==> config.mk <==
export PLATFORM = sky130hd
export DESIGN_NAME = buf_capture_unit
export DESIGN_NICKNAME = d
export VERILOG_FILES = /design/src/rtl/bcu_pkg.sv /design/src/rtl/bcu_sync.sv /design/src/rtl/bcu_dly_filter.sv /design/src/rtl/buf_capture_unit.sv
export SDC_FILE = /design/constraint.sdc
export NUM_CORES = 1
export LEC_CHECK = 0
export BUFFER_PORTS_ARGS = -buffer_cell sky130_fd_sc_hd__buf_2
export CORE_MARGIN = 4
export CORE_UTILIZATION = 67
export DETAILED_ROUTE_END_ITERATION = 16
export GPL_ROUTABILITY_DRIVEN = 0
export PLACE_DENSITY_LB_ADDON = 0.08
export SLEW_MARGIN = 20
export SYNTH_ARGS = -nofsm -noshare
export SYNTH_HDL_FRONTEND = slang
export SYNTH_SLANG_ARGS = --single-unit
==> constraint.sdc <==
create_clock -name clk_i -period 6.1 [get_ports clk_i]
set_input_delay 1.22 -clock clk_i [delete_from_list [all_inputs] [get_ports clk_i]]
set_output_delay 1.22 -clock clk_i [all_outputs]
set_load 0.1 [all_outputs]
==> src/rtl/bcu_pkg.sv <==
`timescale 1ns/1ps
package bcu_pkg;
  typedef enum logic [1:0] {
    EDGE_OFF  = 2'b00,
    EDGE_RISE = 2'b01,
    EDGE_FALL = 2'b10,
    EDGE_ANY  = 2'b11
  } edge_sel_e;

  localparam int unsigned ADDR_W    = 5;
  localparam int unsigned DATA_W    = 16;
  localparam int unsigned CAP_BASE  = 8;
  localparam int unsigned HOLD_BASE = 16;

  localparam logic [ADDR_W-1:0] A_EDGE = 5'd0;
  localparam logic [ADDR_W-1:0] A_CTRL = 5'd1;
  localparam logic [ADDR_W-1:0] A_FLAG = 5'd2;
  localparam logic [ADDR_W-1:0] A_IE   = 5'd3;
  localparam logic [ADDR_W-1:0] A_POL  = 5'd4;

  localparam int unsigned C_LATCH = 0;
  localparam int unsigned C_BUFEN = 1;
  localparam int unsigned C_FAST  = 2;
  localparam int unsigned C_FHOLD = 3;
  localparam int unsigned C_SLAT  = 4;
  localparam int unsigned C_DLY   = 5;
  localparam int unsigned C_NOV   = 8;

  function automatic logic edge_hit(input logic [1:0] code, input logic acc, input logic rise);
    case (edge_sel_e'(code))
      EDGE_RISE: return acc & rise;
      EDGE_FALL: return acc & ~rise;
      EDGE_ANY:  return acc;
      default:   return 1'b0;
    endcase
  endfunction
endpackage

==> src/rtl/bcu_sync.sv <==
`timescale 1ns/1ps
module bcu_sync (
  input  logic clk_i,
  input  logic rst_ni,
  input  logic pin_i,
  output logic lvl_o
);
  logic [1:0] ff_q;

  always_ff @(posedge clk_i or negedge rst_ni) begin
    if (!rst_ni) ff_q <= '0;
    else         ff_q <= {ff_q[0], pin_i};
  end

  assign lvl_o = ff_q[1];
endmodule

==> src/rtl/bcu_dly_filter.sv <==
`timescale 1ns/1ps
module bcu_dly_filter #(
  parameter int unsigned DLY_UNIT = 256
) (
  input  logic       clk_i,
  input  logic       rst_ni,
  input  logic       lvl_i,
  input  logic [1:0] sel_i,
  output logic       acc_o,
  output logic       rise_o
);
  localparam int unsigned LIM_MAX = DLY_UNIT * 4;
  localparam int unsigned CW      = $clog2(LIM_MAX + 1);

  logic          ref_q, busy_q;
  logic [CW-1:0] cnt_q, lim;
  logic          diff, expire;

  always_comb begin
    case (sel_i)
      2'b01:   lim = CW'(DLY_UNIT);
      2'b10:   lim = CW'(DLY_UNIT * 2);
      2'b11:   lim = CW'(LIM_MAX);
      default: lim = '0;
    endcase
  end

  assign diff   = lvl_i != ref_q;
  assign expire = busy_q && (cnt_q >= lim);
  // level must still differ from the last accepted level at expiry
  assign acc_o  = diff && (busy_q ? expire : (sel_i == 2'b00));
  assign rise_o = lvl_i;

  always_ff @(posedge clk_i or negedge rst_ni) begin
    if (!rst_ni) begin
      ref_q  <= 1'b0;
      busy_q <= 1'b0;
      cnt_q  <= '0;
    end else begin
      if (acc_o) ref_q <= lvl_i;
      if (busy_q) begin
        if (expire) busy_q <= 1'b0;
        else        cnt_q  <= cnt_q + 1'b1;
      end else if (diff && sel_i != 2'b00) begin
        busy_q <= 1'b1;
        cnt_q  <= CW'(1);
      end
    end
  end
endmodule

==> src/rtl/buf_capture_unit.sv <==
`timescale 1ns/1ps
module buf_capture_unit
  import bcu_pkg::*;
#(
  parameter int unsigned N_CH     = 8,
  parameter int unsigned N_BUF    = 4,
  parameter int unsigned CNT_W    = 16,
  parameter int unsigned DLY_UNIT = 256
) (
  input  logic              clk_i,
  input  logic              rst_ni,
  input  logic [N_CH-1:0]   pin_i,
  input  logic [CNT_W-1:0]  cnt_i,
  input  logic              latch_strobe_i,
  input  logic              wr_en_i,
  input  logic              rd_en_i,
  input  logic [ADDR_W-1:0] addr_i,
  input  logic [DATA_W-1:0] wdata_i,
  output logic [DATA_W-1:0] rdata_o,
  output logic [N_CH-1:0]   flags_o,
  output logic [N_CH-1:0]   irq_o
);
  localparam int unsigned EW = 2 * N_CH;

  logic [EW-1:0]    edge_q;
  logic             latch_mode_q, buf_en_q, fast_clr_q, flag_hold_q;
  logic [1:0]       dly_q;
  logic [N_BUF-1:0] nov_q;
  logic [N_CH-1:0]  flag_q, ie_q;

  logic [N_CH-1:0][CNT_W-1:0]  cap_q;
  logic [N_BUF-1:0][CNT_W-1:0] hold_q;
  logic [N_CH-1:0]  cap_full_q, hit, take, blocked, fset, lat_clr, rise, rd_cap;
  logic [N_BUF-1:0] hold_full_q, cap_valid_q, shift, lat_cp, rd_hold, pol_q;

  logic wr_edge, wr_ctrl, wr_flag, wr_ie, wr_pol, soft_latch, queue_act, latch_evt;
  logic [N_CH-1:0] clr_mask;

  assign wr_edge    = wr_en_i && addr_i == A_EDGE;
  assign wr_ctrl    = wr_en_i && addr_i == A_CTRL;
  assign wr_flag    = wr_en_i && addr_i == A_FLAG;
  assign wr_ie      = wr_en_i && addr_i == A_IE;
  assign wr_pol     = wr_en_i && addr_i == A_POL;
  assign soft_latch = wr_ctrl && wdata_i[C_SLAT];
  assign queue_act  = buf_en_q & ~latch_mode_q;
  assign latch_evt  = buf_en_q & latch_mode_q & (latch_strobe_i | soft_latch);

  always_ff @(posedge clk_i or negedge rst_ni) begin
    if (!rst_ni) begin
      edge_q       <= '0;
      latch_mode_q <= 1'b0;
      buf_en_q     <= 1'b0;
      fast_clr_q   <= 1'b0;
      flag_hold_q  <= 1'b0;
      dly_q        <= '0;
      nov_q        <= '0;
      ie_q         <= '0;
    end else begin
      if (wr_edge) edge_q <= wdata_i[EW-1:0];
      if (wr_ie)   ie_q   <= wdata_i[N_CH-1:0];
      if (wr_ctrl) begin
        latch_mode_q <= wdata_i[C_LATCH];
        buf_en_q     <= wdata_i[C_BUFEN];
        fast_clr_q   <= wdata_i[C_FAST];
        flag_hold_q  <= wdata_i[C_FHOLD];
        dly_q        <= wdata_i[C_DLY +: 2];
        nov_q        <= wdata_i[C_NOV +: N_BUF];
      end
    end
  end

  // per-channel front end and capture register
  for (genvar c = 0; c < N_CH; c++) begin : g_ch
    logic             lvl, acc;
    logic [CNT_W-1:0] cap_r;
    logic             full_r;

    assign rd_cap[c] = rd_en_i && addr_i == ADDR_W'(CAP_BASE + c);

    bcu_sync u_sync (.clk_i(clk_i), .rst_ni(rst_ni), .pin_i(pin_i[c]), .lvl_o(lvl));

    if (c < N_BUF) begin : g_flt
      bcu_dly_filter #(.DLY_UNIT(DLY_UNIT)) u_flt (
        .clk_i(clk_i), .rst_ni(rst_ni), .lvl_i(lvl), .sel_i(dly_q),
        .acc_o(acc), .rise_o(rise[c]));
    end else begin : g_raw
      bcu_dly_filter #(.DLY_UNIT(DLY_UNIT)) u_flt (
        .clk_i(clk_i), .rst_ni(rst_ni), .lvl_i(lvl), .sel_i(2'b00),
        .acc_o(acc), .rise_o(rise[c]));
      assign blocked[c] = 1'b0;
      assign fset[c]    = take[c];
      assign lat_clr[c] = 1'b0;
    end

    assign hit[c]  = edge_hit(edge_q[2*c +: 2], acc, rise[c]);
    assign take[c] = hit[c] & ~blocked[c];

    always_ff @(posedge clk_i or negedge rst_ni) begin
      if (!rst_ni) begin
        cap_r  <= '0;
        full_r <= 1'b0;
      end else begin
        if (take[c]) cap_r <= cnt_i;
        if (take[c])                       full_r <= 1'b1;
        else if (rd_cap[c] || lat_clr[c])  full_r <= 1'b0;
      end
    end

    assign cap_q[c]      = cap_r;
    assign cap_full_q[c] = full_r;
  end

  // holding registers, protection, polarity
  for (genvar b = 0; b < N_BUF; b++) begin : g_buf
    logic [CNT_W-1:0] hold_r;
    logic             hfull_r, valid_r, pol_r, arm_r;

    assign rd_hold[b] = rd_en_i && addr_i == ADDR_W'(HOLD_BASE + b);
    assign blocked[b] = nov_q[b] & (queue_act ? (valid_r & hfull_r) : cap_full_q[b]);
    assign shift[b]   = take[b] & queue_act & valid_r;
    assign lat_cp[b]  = latch_evt & ~(nov_q[b] & hfull_r);
    assign lat_clr[b] = lat_cp[b];
    assign fset[b]    = (queue_act & flag_hold_q) ? shift[b] : take[b];

    always_ff @(posedge clk_i or negedge rst_ni) begin
      if (!rst_ni) begin
        hold_r  <= '0;
        hfull_r <= 1'b0;
        valid_r <= 1'b0;
        pol_r   <= 1'b0;
        arm_r   <= 1'b1;
      end else begin
        if (shift[b] || lat_cp[b]) hold_r <= cap_q[b];
        if (shift[b] || lat_cp[b]) hfull_r <= 1'b1;
        else if (rd_hold[b])       hfull_r <= 1'b0;
        if (take[b]) valid_r <= 1'b1;
        if (take[b] && arm_r) begin
          pol_r <= rise[b];
          arm_r <= 1'b0;
        end else if (wr_pol && wdata_i[b]) begin
          arm_r <= 1'b1;
        end
      end
    end

    assign hold_q[b]      = hold_r;
    assign hold_full_q[b] = hfull_r;
    assign cap_valid_q[b] = valid_r;
    assign pol_q[b]       = pol_r;
  end

  always_comb begin
    clr_mask = '0;
    if (fast_clr_q)   clr_mask = rd_cap;
    else if (wr_flag) clr_mask = wdata_i[N_CH-1:0];
  end

  always_ff @(posedge clk_i or negedge rst_ni) begin
    if (!rst_ni) flag_q <= '0;
    else         flag_q <= (flag_q & ~clr_mask) | fset;
  end

  always_comb begin
    rdata_o = '0;
    case (addr_i)
      A_EDGE: rdata_o = DATA_W'(edge_q);
      A_CTRL: begin
        rdata_o[C_LATCH]       = latch_mode_q;
        rdata_o[C_BUFEN]       = buf_en_q;
        rdata_o[C_FAST]        = fast_clr_q;
        rdata_o[C_FHOLD]       = flag_hold_q;
        rdata_o[C_DLY +: 2]    = dly_q;
        rdata_o[C_NOV +: N_BUF] = nov_q;
      end
      A_FLAG: rdata_o = DATA_W'(flag_q);
      A_IE:   rdata_o = DATA_W'(ie_q);
      A_POL:  rdata_o = DATA_W'(pol_q);
      default: begin
        for (int c = 0; c < N_CH; c++)
          if (addr_i == ADDR_W'(CAP_BASE + c)) rdata_o = DATA_W'(cap_q[c]);
        for (int b = 0; b < N_BUF; b++)
          if (addr_i == ADDR_W'(HOLD_BASE + b)) rdata_o = DATA_W'(hold_q[b]);
      end
    endcase
  end

  assign flags_o = flag_q;
  assign irq_o   = flag_q & ie_q;
endmodule

==> flow_metrics.py <==
metrics = {
    "outcome": {
        "status": "finished, final reports clean",
    },
    "timing": {
        "fin_skew_ps": 16.4,
        "tns_ps": 0,
        "worst_slew_pin_slew_ps": 1110,
        "hold_viol": 0,
        "relSlewSlack_pct": 26.1,
        "fmax_mhz": 186,
        "setup_viol": 0,
        "min_period_over_period_pct": 88.3,
        "layout_min_cycle_time_ps": 5380,
        "rsz0062_at_grt": "no",
        "slew_viol_final": 0,
    },
    "yosys": {
        "synth_nets": 1456,
        "yosys.area.top_type": "dfrtp_1",
        "avgSynthCellArea_um2": 12.0,
        "syn_area_um2": 16300,
        "async_flop_share_pct": 100,
        "yosysUniqueCellTypes": 81,
        "yosysSeqAreaShare_pct": 50.0,
        "synth_top_area_share_pct": 49.3,
        "syn_inst": 1366,
        "yosysMostFrequentCell": "dfrtp_1",
        "ys_top_cells_by_count": "322 x dfrtp_1, 208 x mux2_2, 92 x nand2_1",
        "synth_edf_count": 0,
        "yosysWarnings": 0,
        "synth.ff_latch_count": 326,
        "yosys_most_used_dff": "dfrtp_1",
        "synth.area.top_cells": "dfrtp_1 49%, mux2_2 14%, mux2_4 3.3%, ha_1 3.1%, nand2_1 2.1%",
    },
    "global_route": {
        "grt_pass1_wl_um": 72800,
        "grt_pass1_vias": 12400,
        "antenna_found_initial": 1,
        "track_usage_pct": 35.6,
        "grt_max_degree": 128,
        "grt-ovfl-total": 0,
    },
    "clock_tree": {
        "postCtsSetupBuffers": 0,
        "cts-buffers-inserted": 35,
        "htreeDepth": 2,
        "cts-root-buf": "clkbuf_16",
        "clock_sinks": 326,
        "clock_latency_ps": 520,
        "clk_pin_slew_ps": 60,
        "cts_tree": "done",
        "ctsResizeCount": 0,
        "clock_path_buffers": 3,
        "holdBufCountCts": 0,
    },
    "flow_run": {
        "cap_violations": 0,
    },
    "routing": {
        "vias_per_cell": 6.79,
        "wl_um": 47200,
        "wl_per_cell_um": 26.3,
        "first_pass_iters": 7,
        "drtAntennaViolNets": 0,
        "drc": 0,
        "vias": 12200,
        "drt_iter0_drc": 1789,
    },
    "floorplan": {
        "core_region_area_um2": 23800,
        "fp.dieW_um": 164,
        "start_util_pct": 68.8,
        "io_pins": 82,
        "die_h_um": 164,
        "die_area_um2": 26900,
        "rows": 56,
    },
    "setup_path": {
        "cp_max_fo": 34,
        "required_ps": 4880,
        "arrival_ps": 4160,
        "worst_setup_path_start_kind": "input pin",
        "worstSetupPathType": "in -> out",
        "end_kind": "primary output",
    },
    "layout": {
        "final_util_pct": 77.1,
        "nFillCells": 1560,
        "drive_gt1_share_pct": 31.2,
        "syn_to_final_growth_pct": 12.1,
        "fin_cells": 1793,
        "num-nets-final": 1539,
    },
    "power": {
        "p_leak_nw": 8.18,
        "p_per_area_nw_per_um2": 455,
        "ir_drop_uv": 328,
    },
    "hold_path": {
        "hp-class": "reg -> reg",
    },
    "placed_design": {
        "dp_hpwl_um": 31700,
        "dp_cells": 1730,
        "port_buffers": 81,
    },
}
==> worst paths after layout <==
| check | start | cells after the start | endpoint | slack [ps] |
|---|---|---|---|---|
| min in group asynchronous | rst_ni | 1 | g_ch[0].g_flt.u_flt.cnt_q[5]$_DFFE_PN0P_ | 670 |
| hold reg to reg | g_ch[2].u_sync.ff_q[0]$_DFF_PN0_ | 0 | g_ch[2].u_sync.ff_q[1]$_DFF_PN0_ | 350 |
| setup reg to reg | dly_q[1]$_DFFE_PN0P_ | 7 | g_buf[2].hold_r[15]$_DFFE_PN0P_ | 2410 |
| max in group asynchronous | rst_ni | 2 | g_ch[3].g_flt.u_flt.cnt_q[3]$_DFFE_PN0P_ | 4080 |
| hold / removal | g_ch[2].u_sync.ff_q[0]$_DFF_PN0_ | 0 | g_ch[2].u_sync.ff_q[1]$_DFF_PN0_ | 350 |
| setup / recovery | addr_i[0] | 7 | rdata_o[7] | 720 |
==> sequential cells by signal, indices dropped and copies added, names as in the netlist, 8 cells and up <==
| name | flops |
|---|---|
| edge_q | 16 |
| flags_o | 8 |
| g_buf.hold_r | 64 |
| g_ch.cap_r | 128 |
| g_ch.g_flt.u_flt.cnt_q | 44 |
| g_ch.u_sync.ff_q | 16 |
| ie_q | 8 |
==> routing by layer <==
layer | wire length [um] | GRT usage [%] | share of wire [%]
met5 | 0 | 0 | 0
met4 | 3120 | 18.8 | 6.6
met3 | 4550 | 8.21 | 9.6
met2 | 21400 | 55.2 | 45
met1 | 18200 | 47.1 | 39
==> metrics by stage <==
| step | worst slack, ps | area, um^2 | hold WS [ps] | total power [mW] |
|---|---|---|---|---|
| 3_3_place_gp | 1060 | 17100 | 334 | 6.05 |
| 5_1_grt | 726 | 18300 | 354 | 8.68 |
| 4_1_cts | 890 | 18300 | 348 | 8.29 |
| 3_5_place_dp | 967 | 17200 | 335 | 6.16 |
| 6_report | 716 | 18300 | 347 | 8.33 |
| 2_1_floorplan | 221 | 16300 | 331 | 5.35 |
==> layout make-up <==
| cell class | instances | area (um^2) | area share [%] |
|---|---|---|---|
| Clock inverter | 5 | 50.0 | 0.273 |
| Tap cell | 319 | 399 | 2.18 |
| Antenna cell | 1 | 2.50 | 0.0137 |
| Sequential cell | 326 | 8160 | 44.6 |
| Clock buffer | 56 | 1080 | 5.88 |
| Timing Repair Buffer | 115 | 776 | 4.24 |
| Multi-Input combinational cell | 936 | 7710 | 42.1 |
| Inverter | 35 | 131 | 0.718 |
==> power by group <==
group          internal (mW)  switching (mW)
Combinational           1.10            1.37
Sequential              2.99           0.766
Clock                   1.25           0.854
==> cells in the final DEF, fill, tap and decap left out, types with 8 or more instances in the layout <==
cell	count
nor2b_1	16
nor2_1	80
inv_1	33
a22oi_1	8
dfrtp_1	322
a21oi_1	48
and2_1	12
clkbuf_1	11
nand3_1	29
clkbuf_8	8
nand2b_1	18
nand4_1	13
nand2_1	92
xor2_1	19
mux2_4	36
buf_4	30
a22o_1	10
o21ai_0	50
buf_2	77
nor3_1	23
ha_1	40
xnor2_1	22
clkbuf_16	37
mux2_2	208
mux2i_1	25
a221oi_1	11
==> worst max-delay path, stage by stage <==
cell      delay, ps
buf_2           630
inv_1           440
nor4_2          730
a22o_1          250
a21oi_1          50
o311ai_1        560
buf_12          250
==> logic make-up (layout without fill, tap and decap cells) <==
| logic type | count (synthesis) | in the layout | share of synthesized area, % |
|---|---|---|---|
| other | 0 | 1 | 0 |
| xor gates and xnor gates | 41 | 41 | 2.20 |
| muxes | 276 | 276 | 20.1 |
| DFF | 326 | 326 | 50.0 |
| buffers and inverters | 104 | 211 | 2.98 |
| and+or+nand+nor | 346 | 346 | 11.1 |
| adders and majority gates | 40 | 40 | 3.06 |
| AOI/OAI and AO/OA | 233 | 233 | 10.5 |
Note: power is estimated with default switching activity, not from simulation.
